[config.mk]
export PLATFORM = sky130hd
export DESIGN_NAME = uart_fmt_xcvr
export DESIGN_NICKNAME = d
export VERILOG_FILES = /design/src/rtl/uart_fmt_pkg.sv /design/src/rtl/uart_fmt_cfg.sv /design/src/rtl/uart_fmt_tx.sv /design/src/rtl/uart_fmt_rx.sv /design/src/rtl/uart_fmt_xcvr.sv
export SDC_FILE = /design/constraint.sdc
export NUM_CORES = 1
export LEC_CHECK = 0
export BUFFER_PORTS_ARGS = -buffer_cell sky130_fd_sc_hd__buf_4
export CORE_ASPECT_RATIO = 0.8
export CORE_UTILIZATION = 29
export DETAILED_ROUTE_END_ITERATION = 8
export HOLD_SLACK_MARGIN = 0.06
export PLACE_DENSITY = 0.41
export SLEW_MARGIN = 5
export SYNTH_ARGS = -nofsm -noshare
export SYNTH_HDL_FRONTEND = slang
export SYNTH_SLANG_ARGS = --single-unit
[constraint.sdc]
create_clock -name clk -period 2.2 [get_ports clk]
set_input_delay 0.22 -clock clk [delete_from_list [all_inputs] [get_ports clk]]
set_output_delay 0.22 -clock clk [all_outputs]
set_load 0.05 [all_outputs]
[src/rtl/uart_fmt_pkg.sv]
package uart_fmt_pkg;
   typedef struct packed {
      logic len8;
      logic stop2;
      logic par_en;
      logic par_odd;
   } fmt_t;

   localparam int CHAR_W = 8;

   // parity bit that completes the character under the selected mode
   function automatic logic par_bit(input logic [CHAR_W-1:0] d, input fmt_t f);
      logic [CHAR_W-1:0] m;
      m = f.len8 ? d : {1'b0, d[CHAR_W-2:0]};
      return (^m) ^ f.par_odd;
   endfunction
endpackage

[src/rtl/uart_fmt_cfg.sv]
module uart_fmt_cfg
   import uart_fmt_pkg::*;
(
   input  logic clk,
   input  logic rst_n,
   input  logic en,
   input  fmt_t fmt_in,
   output fmt_t fmt
);
   // format follows the inputs only while disabled; frozen from the rising edge of en
   always_ff @(posedge clk or negedge rst_n) begin
      if (!rst_n)   fmt <= '0;
      else if (!en) fmt <= fmt_in;
   end

   assert_fmt_locked_R10: assert property (@(posedge clk) disable iff (!rst_n)
      (en && $past(en)) |-> $stable(fmt));
endmodule

[src/rtl/uart_fmt_tx.sv]
module uart_fmt_tx
   import uart_fmt_pkg::*;
#(
   parameter int OVS = 16
)(
   input  logic              clk,
   input  logic              rst_n,
   input  logic              en,
   input  logic              tick,
   input  fmt_t              fmt,
   input  logic [CHAR_W-1:0] din,
   input  logic              valid,
   output logic              ready,
   output logic              txd
);
   localparam int CNT_W = $clog2(OVS);
   localparam int IDX_W = $clog2(CHAR_W);

   typedef enum logic [2:0] {T_IDLE, T_START, T_DATA, T_PAR, T_STOP} tstate_t;

   tstate_t           st;
   logic [CNT_W-1:0]  cnt;
   logic [IDX_W-1:0]  idx;
   logic [CHAR_W-1:0] sh;
   logic              pbit;
   logic              stop_sec;
   logic              bit_end;
   logic [IDX_W-1:0]  last_idx;

   assign bit_end  = tick && (cnt == CNT_W'(OVS-1));
   assign last_idx = fmt.len8 ? IDX_W'(CHAR_W-1) : IDX_W'(CHAR_W-2);
   assign ready    = en && (st == T_IDLE);

   always_comb begin
      case (st)
         T_START: txd = 1'b0;
         T_DATA:  txd = sh[0];
         T_PAR:   txd = pbit;
         default: txd = 1'b1;
      endcase
   end

   always_ff @(posedge clk or negedge rst_n) begin
      if (!rst_n) begin
         st <= T_IDLE; cnt <= '0; idx <= '0; sh <= '0; pbit <= 1'b0; stop_sec <= 1'b0;
      end else if (!en) begin
         st <= T_IDLE; cnt <= '0;
      end else if (st == T_IDLE) begin
         if (valid) begin
            st       <= T_START;
            cnt      <= '0;
            idx      <= '0;
            stop_sec <= 1'b0;
            sh       <= fmt.len8 ? din : {1'b0, din[CHAR_W-2:0]};
            pbit     <= par_bit(din, fmt);
         end
      end else if (tick) begin
         cnt <= bit_end ? '0 : cnt + 1'b1;
         if (bit_end) begin
            case (st)
               T_START: st <= T_DATA;
               T_DATA: begin
                  sh  <= sh >> 1;
                  idx <= idx + 1'b1;
                  if (idx == last_idx) st <= fmt.par_en ? T_PAR : T_STOP;
               end
               T_PAR: st <= T_STOP;
               T_STOP: begin
                  if (fmt.stop2 && !stop_sec) stop_sec <= 1'b1;
                  else                        st <= T_IDLE;
               end
               default: st <= T_IDLE;
            endcase
         end
      end
   end

   assert_busy_after_accept_R11: assert property (@(posedge clk) disable iff (!rst_n)
      (valid && ready) |=> !ready);
   assert_idle_line_high_R11: assert property (@(posedge clk) disable iff (!rst_n)
      ready |-> txd);
   assert_no_ready_disabled_R11: assert property (@(posedge clk) disable iff (!rst_n)
      !en |-> !ready);
endmodule

[src/rtl/uart_fmt_rx.sv]
module uart_fmt_rx
   import uart_fmt_pkg::*;
#(
   parameter int OVS         = 16,
   parameter int SYNC_STAGES = 2
)(
   input  logic              clk,
   input  logic              rst_n,
   input  logic              en,
   input  logic              tick,
   input  fmt_t              fmt,
   input  logic              rxd,
   output logic [CHAR_W-1:0] dout,
   output logic              dvalid,
   output logic              par_err,
   output logic              frm_err
);
   localparam int CNT_W = $clog2(OVS);
   localparam int IDX_W = $clog2(CHAR_W);
   localparam int MID   = OVS / 2;

   typedef enum logic [2:0] {R_IDLE, R_START, R_DATA, R_PAR, R_STOP} rstate_t;

   // input synchronizer, depth set by parameter
   logic [SYNC_STAGES-1:0] sync;
   genvar gi;
   generate
      for (gi = 0; gi < SYNC_STAGES; gi++) begin : g_sync
         always_ff @(posedge clk or negedge rst_n) begin
            if (!rst_n) sync[gi] <= 1'b1;
            else        sync[gi] <= (gi == 0) ? rxd : sync[(gi == 0) ? 0 : gi-1];
         end
      end
   endgenerate

   logic              line;
   logic              prev;
   rstate_t           st;
   logic [CNT_W-1:0]  cnt;
   logic [IDX_W-1:0]  idx;
   logic [CHAR_W-1:0] acc;
   logic              pbad;
   logic              fbad;
   logic              stop_sec;
   logic              samp;
   logic [IDX_W-1:0]  last_idx;

   assign line     = sync[SYNC_STAGES-1];
   assign samp     = tick && (cnt == CNT_W'(OVS-1));
   assign last_idx = fmt.len8 ? IDX_W'(CHAR_W-1) : IDX_W'(CHAR_W-2);

   always_ff @(posedge clk or negedge rst_n) begin
      if (!rst_n) begin
         st <= R_IDLE; cnt <= '0; idx <= '0; acc <= '0; pbad <= 1'b0; fbad <= 1'b0;
         stop_sec <= 1'b0; prev <= 1'b1;
         dout <= '0; dvalid <= 1'b0; par_err <= 1'b0; frm_err <= 1'b0;
      end else if (!en) begin
         st <= R_IDLE; cnt <= '0; prev <= 1'b1; dvalid <= 1'b0;
      end else begin
         dvalid <= 1'b0;
         if (tick) prev <= line;
         case (st)
            R_IDLE: if (tick && prev && !line) begin
               st <= R_START; cnt <= '0; idx <= '0; acc <= '0;
               pbad <= 1'b0; fbad <= 1'b0; stop_sec <= 1'b0;
            end
            R_START: if (tick) begin
               if (cnt == CNT_W'(MID-1)) begin
                  cnt <= '0;
                  st  <= line ? R_IDLE : R_DATA;
               end else cnt <= cnt + 1'b1;
            end
            default: if (tick) begin
               cnt <= samp ? '0 : cnt + 1'b1;
               if (samp) begin
                  case (st)
                     R_DATA: begin
                        acc[idx] <= line;
                        idx      <= idx + 1'b1;
                        if (idx == last_idx) st <= fmt.par_en ? R_PAR : R_STOP;
                     end
                     R_PAR: begin
                        pbad <= (line != par_bit(acc, fmt));
                        st   <= R_STOP;
                     end
                     default: begin
                        if (fmt.stop2 && !stop_sec) begin
                           stop_sec <= 1'b1;
                           fbad     <= !line;
                        end else begin
                           st      <= R_IDLE;
                           dvalid  <= 1'b1;
                           dout    <= acc;
                           par_err <= pbad;
                           frm_err <= fbad | !line;
                        end
                     end
                  endcase
               end
            end
         endcase
      end
   end

   assert_valid_single_R9: assert property (@(posedge clk) disable iff (!rst_n)
      dvalid |=> !dvalid);
   assert_msb_clear_7bit_R1: assert property (@(posedge clk) disable iff (!rst_n)
      (dvalid && !fmt.len8) |-> !dout[CHAR_W-1]);
   assert_no_par_err_off_R4: assert property (@(posedge clk) disable iff (!rst_n)
      (dvalid && !fmt.par_en) |-> !par_err);
endmodule

[src/rtl/uart_fmt_xcvr.sv]
module uart_fmt_xcvr
   import uart_fmt_pkg::*;
#(
   parameter int OVS         = 16,
   parameter int SYNC_STAGES = 2
)(
   input  logic       clk,
   input  logic       rst_n,
   input  logic       en,
   input  logic       tick,
   input  logic       fmt_len8,
   input  logic       fmt_stop2,
   input  logic       fmt_par_en,
   input  logic       fmt_par_odd,
   input  logic [7:0] tx_data,
   input  logic       tx_valid,
   output logic       tx_ready,
   output logic       txd,
   input  logic       rxd,
   output logic [7:0] rx_data,
   output logic       rx_valid,
   output logic       rx_par_err,
   output logic       rx_frm_err
);
   generate
      if (OVS < 4 || (OVS % 2) != 0) begin : g_bad_ovs
         $error("OVS must be even and at least 4");
      end
      if (SYNC_STAGES < 2) begin : g_bad_sync
         $error("SYNC_STAGES must be at least 2");
      end
   endgenerate

   fmt_t fmt_in, fmt;
   assign fmt_in = '{len8: fmt_len8, stop2: fmt_stop2, par_en: fmt_par_en, par_odd: fmt_par_odd};

   uart_fmt_cfg u_cfg (
      .clk(clk), .rst_n(rst_n), .en(en), .fmt_in(fmt_in), .fmt(fmt)
   );

   uart_fmt_tx #(.OVS(OVS)) u_tx (
      .clk(clk), .rst_n(rst_n), .en(en), .tick(tick), .fmt(fmt),
      .din(tx_data), .valid(tx_valid), .ready(tx_ready), .txd(txd)
   );

   uart_fmt_rx #(.OVS(OVS), .SYNC_STAGES(SYNC_STAGES)) u_rx (
      .clk(clk), .rst_n(rst_n), .en(en), .tick(tick), .fmt(fmt), .rxd(rxd),
      .dout(rx_data), .dvalid(rx_valid), .par_err(rx_par_err), .frm_err(rx_frm_err)
   );
endmodule

# Yosys cells after proc, flatten, opt, wreduce, memory -nomap -nowiden
# Index checks and enable logic that the tools add are counted.
[totals]
ff_bits = 59
in_bits = 18
out_inout_bits = 13
wordCells = 192
[classes]
addsub = 4
order_cmp = 2
n_eq_ne = 29
muxes = 88
bitwise = 7
n_reduce_logical = 38
[op_table]
columns = ["op", "n"]
rows = [
  ["$mux W8", 11],
  ["$mux W3", 25],
  ["$mux W4", 11],
  ["$mux W1", 28],
  ["$reduce_and A6 Y1", 4],
  ["$reduce_bool A2 Y1", 10],
  ["$pmux W3 S2", 3],
  ["$pmux W8 S2", 1],
  ["$reduce_xor A8 Y1", 2],
  ["$reduce_and A7 Y1", 2],
  ["$eq A3 B2 Y1 const B", 4],
  ["$pmux W3 S4", 1],
  ["$reduce_and A5 Y1", 2],
  ["$ne A3 B1 Y1 const B", 3],
  ["$add A4 B1 Y4 const B", 2],
  ["$bwmux W8", 1],
  ["$eq A4 B4 Y1 const B", 2],
  ["$logic_and A1 B1 Y1", 8],
  ["$pmux W4 S2", 1],
  ["$add A3 B1 Y3 const B", 2],
  ["$eq A3 B1 Y1 const B", 2],
  ["$eq A3 B3 Y1", 2],
  ["$logic_not A3 Y1", 2],
  ["$ne A2 B1 Y1 const B", 3],
  ["other kinds (24)", 36],
]

# Longest topological paths before layout
[depth]
depth_word = 9
mapped_depth = 7
ltp_nobuf = 6

# Modules after synthesis
# From an unflattened synthesis, not the netlist that was laid out.
[hier_totals]
hier_cells = 295
area_unflattened_um2 = 3256.9
[modules_own_cells]
columns = ["module", "instances", "cells_each", "area_each_um2", "seq_area_each_um2"]
rows = [
  ["uart_fmt_rx", 1, 174, 1886.8, 879.6],
  ["uart_fmt_tx", 1, 113, 1224.9, 500.5],
  ["uart_fmt_cfg", 1, 8, 145.1, 100.1],
]

# Least setup slack after synthesis
# Ideal clock, no wire load.
[synth_path]
kind = "register to register"
start = "register u_tx.st[2]"
end = "register u_tx.idx[0]"
setup_ns = 0.125
t_arrival_ns = 1.870
required_time_ns = 2.075
slack_ns = 0.205
stages_incl_launch_ff = 5
path_buffers = 1
period_less_slack_ns = 1.995
path_cell_list = "dfrtp_1 > buf_6 > or4b_4 > a221oi_4 > mux2_2"
[synth_between]
elab_chain_len = 3
elab_cells_between_ends = 8
cone_classes = "2 x eq/ne; 1 x mux; 5 x reduce/logical"
[synth_lines]
columns = ["element", "line", "rtl"]
rows = [
  ["start, declared", "uart_fmt_tx.sv:21", "tstate_t st;"],
  ["start signal, assigned", "uart_fmt_tx.sv:65", "if (idx == last_idx) st <= fmt.par_en ? T_PAR : T_STOP;"],
  ["$eq A3 B2 Y1 or $logic_not A3 Y1 (tied branches)", "uart_fmt_tx.sv:60, uart_fmt_tx.sv:48", ""],
  ["$reduce_bool A2 Y1 (no line) or $ne A2 B2 Y1 (tied branches)", "n/a", ""],
  ["$reduce_and A5 Y1 (no line)", "n/a", ""],
  ["end signal, assigned", "uart_fmt_tx.sv:64", "idx <= idx + 1'b1;"],
  ["end, declared", "uart_fmt_tx.sv:23", "logic [IDX_W-1:0] idx;"],
]
# Parallel ways exist; a longest one is shown, timed or not.
# A chain may end at the register's enable or synchronous reset.

# Worst setup path after layout
[layout_path]
start = "register u_tx.st[2]"
end = "register u_tx.st[2]"
[layout_between]
elab_chain_len = 6
elab_cells_between_ends = 16
cone_classes = "9 x eq/ne; 5 x mux; 2 x reduce/logical"
[layout_lines]
columns = ["element", "line", "rtl"]
rows = [
  ["$eq A3 B3 Y1, or another cell as far along", "uart_fmt_tx.sv:60", "case (st)"],
  ["$pmux W3 S4", "uart_fmt_tx.sv:60", ""],
  ["$mux W3", "uart_fmt_tx.sv:59", "if (bit_end) begin"],
  ["$mux W3", "uart_fmt_tx.sv:57", "end else if (tick) begin"],
  ["$mux W3", "uart_fmt_tx.sv:48", "end else if (st == T_IDLE) begin"],
  ["$mux W3", "uart_fmt_tx.sv:46", "end else if (!en) begin"],
]
# Parallel ways exist; a longest one is shown, timed or not. The select of a mux whose other input is x is not followed.

==> metrics.yaml <==
die:
  std_cell_rows: 33
  start_util_pct: 30.3
  floorplan.die_area_mm2: 0.0113
  dieWidth_um: 119
  io_pins: 31
  coreArea_mm2: 0.0104
  dieHeight_um: 95.3
finish:
  n_antenna_cell: 0
  final_nets: 394
  final_common_cell: "dfrtp_1"
  fin_area_mm2: 0.00397
  drive_gt1_share_pct: 22.3
  fin_cells: 517
  area_growth_pct: 25.9
  layout_common_cells: "dfrtp_1 (56), nand2_1 (52), buf_4 (48)"
  utilization_pct: 38.2
routing:
  wl_per_cell_um: 14.0
  routed_via_density: 4.74
  vias: 2451
  drt_wl_total_um: 7260
  antenna_left: 0
  drtPass1Iterations: 4
  drc_errors: 0
  initialDrtViolationCount: 55
synthesis:
  yosys_warnings: 0
  synth_top_area_share_pct: 44.4
  yosys.area.top_type: "dfrtp_1"
  async_flop_share_pct: 100
  ys_types: 51
  synth.area.top_cells: "dfrtp_1 (44%), nand2_1 (6.2%), xnor2_1 (5.0%)"
  ys_ff_latch: 59
  postSynthNetCount: 349
  synth-edff-count: 0
  synth_ff_type: "dfrtp_1"
  syn_avg_cell_area_um2: 9.64
  synth_area_mm2: 0.00315
  syn_inst: 327
  ys_seq_area_share_pct: 46.9
clock_tree:
  cts-root-buf: "clkbuf_16"
  htree_levels: 3
  ctsResizeCount: 0
  worstSkewPairLatency_ps: 330
  clockBufferDepth: 2
  cts_tree: "yes"
  cts.sinks: 59
  numCtsBuffers: 9
  path_clk_slew_ps: 50
job:
  drv_cap: 0
sta:
  relSlewSlack_pct: 46.7
  finalSetupTns_ps: 0
  setup_slack_ps: 299
  hold_viol: 0
  finalCritPeriodShare_pct: 86.4
  hold_slack_ps: 107
  fin_skew_ps: 8.12
  final-max-slew-violation-count: 0
  setup_viol: 0
  fmax_mhz: 526
  fin_crit_ps: 1900
  tightest_slew_ps: 799
  rsz0062_at_grt: "false"
placed_design:
  dp_hpwl_um: 4930
  post-place-ws_ps: 310
  dpl-instance-area_mm2: 0.00361
  place_congestion: 0.779
  place_inst: 499
  portBuffers: 30
critical_path:
  required_ps: 2410
  end_kind: "flip-flop"
  arrival_ps: 2110
  path_max_fanout: 3
  crit_type: "flip-flop to flip-flop"
  worstSetupStartpointType: "flip-flop"
global_routing:
  first_global_vias: 2491
  overflow: 0
  gr-usage-all-layers_pct: 14.6
  grt_antenna_before_repair: 0
  grt_max_degree: 60
  grt_pass1_wl_um: 12500
outcome:
  status: "finished clean"
power_and_ir_drop:
  p_leak_nw: 1.76
  power.density_mw_per_mm2: 1120
  peakVddDrop_uv: 616
  p_total_mw: 4.45
worst_hold_path:
  worst_hold_path_type: "input port to flip-flop"
[critical path: stages (launching register included)]
cell and delay (ps):
dfrtp_1 370, or4b_4 570, o211ai_1 160, a21boi_1 320
mux2_2 370
[logic make-up after synthesis]
kind of cell / synth area share, %
adder cells (fa/ha/maj): 1.59
AND/OR/NAND/NOR: 19.8
buffers and inverters: 3.45
AO/OA/AOI/OAI: 15.7
multiplexers: 6.39
flip-flops: 46.9
XOR/XNOR: 6.11
[area by class of cell]
cell class	count	area [µm²]
clock buffer	11	243
inverter	6	22.5
sequential	59	1480
timing repair buffer	50	380
tap	140	175
clock inverter	5	100
multi-input combinational	246	1570
fill	1069	6430
[power by group]
part / internal, mW / switching (mW)
clock: 1.13 / 0.493
combinational: 0.607 / 0.810
sequential: 1.28 / 0.127
total: 3.02 / 1.43
[repair_timing]
item | in CTS | in global routing
hold buffers | 2 | 0
setup buffers | 0 | 0
setup endpoints to repair | 0 | 0
endpoints found under the hold margin | 57 | 0
[flip-flops by register name, summed over array words and instances, names as in the netlist, 3 cells and up]
signal     flops
u_rx.acc       8
u_tx.idx       3
u_tx.cnt       4
u_rx.cnt       4
u_tx.st        3
u_rx.idx       3
u_cfg.fmt      4
u_rx.st        3
u_tx.sh        8
u_rx.dout      8
[layer usage]
layer | vias to the layer above | track usage, % | share of wire, %
met5 | - | 0 | 0
met4 | 0 | 5.70 | 1.4
met3 | 7 | 4.67 | 3.4
met2 | 34 | 22.5 | 43
met1 | 1177 | 19.1 | 52
li1 | 1233 | - | -
[synthesized netlist by cell type (2+ instances only)]
cell type,count
a21boi_0,5
a21oi_1,18
a22o_1,4
a31oi_1,3
and2_1,4
buf_2,3
buf_6,3
clkbuf_1,10
dfrtp_1,56
dfstp_2,3
ha_1,4
inv_1,5
mux2_2,9
mux2i_1,10
nand2_1,52
nand2b_1,9
nand3_1,6
nand3b_1,5
nand4_1,4
nor2_1,19
nor2b_1,11
nor3_1,7
nor3b_1,3
o211ai_1,4
o21a_1,2
o21ai_0,20
o31ai_1,4
xnor2_1,18
xor2_1,4
[worst paths after layout]
check,start,endpoint,slack [ps],cells past startpoint
min in group asynchronous,rst_n,u_rx.cnt[2],510,2
worst max register to register,u_tx.st[2],u_tx.st[2],300,4
worst min-delay path,tx_valid,u_tx.idx[2],110,2
worst min register to register,u_rx.sync[0],u_rx.line,360,0
worst max-delay path,u_tx.st[2],u_tx.st[2],300,4
max in group asynchronous,rst_n,u_rx.fbad,1150,2
Power figures use the tool's default switching activity.
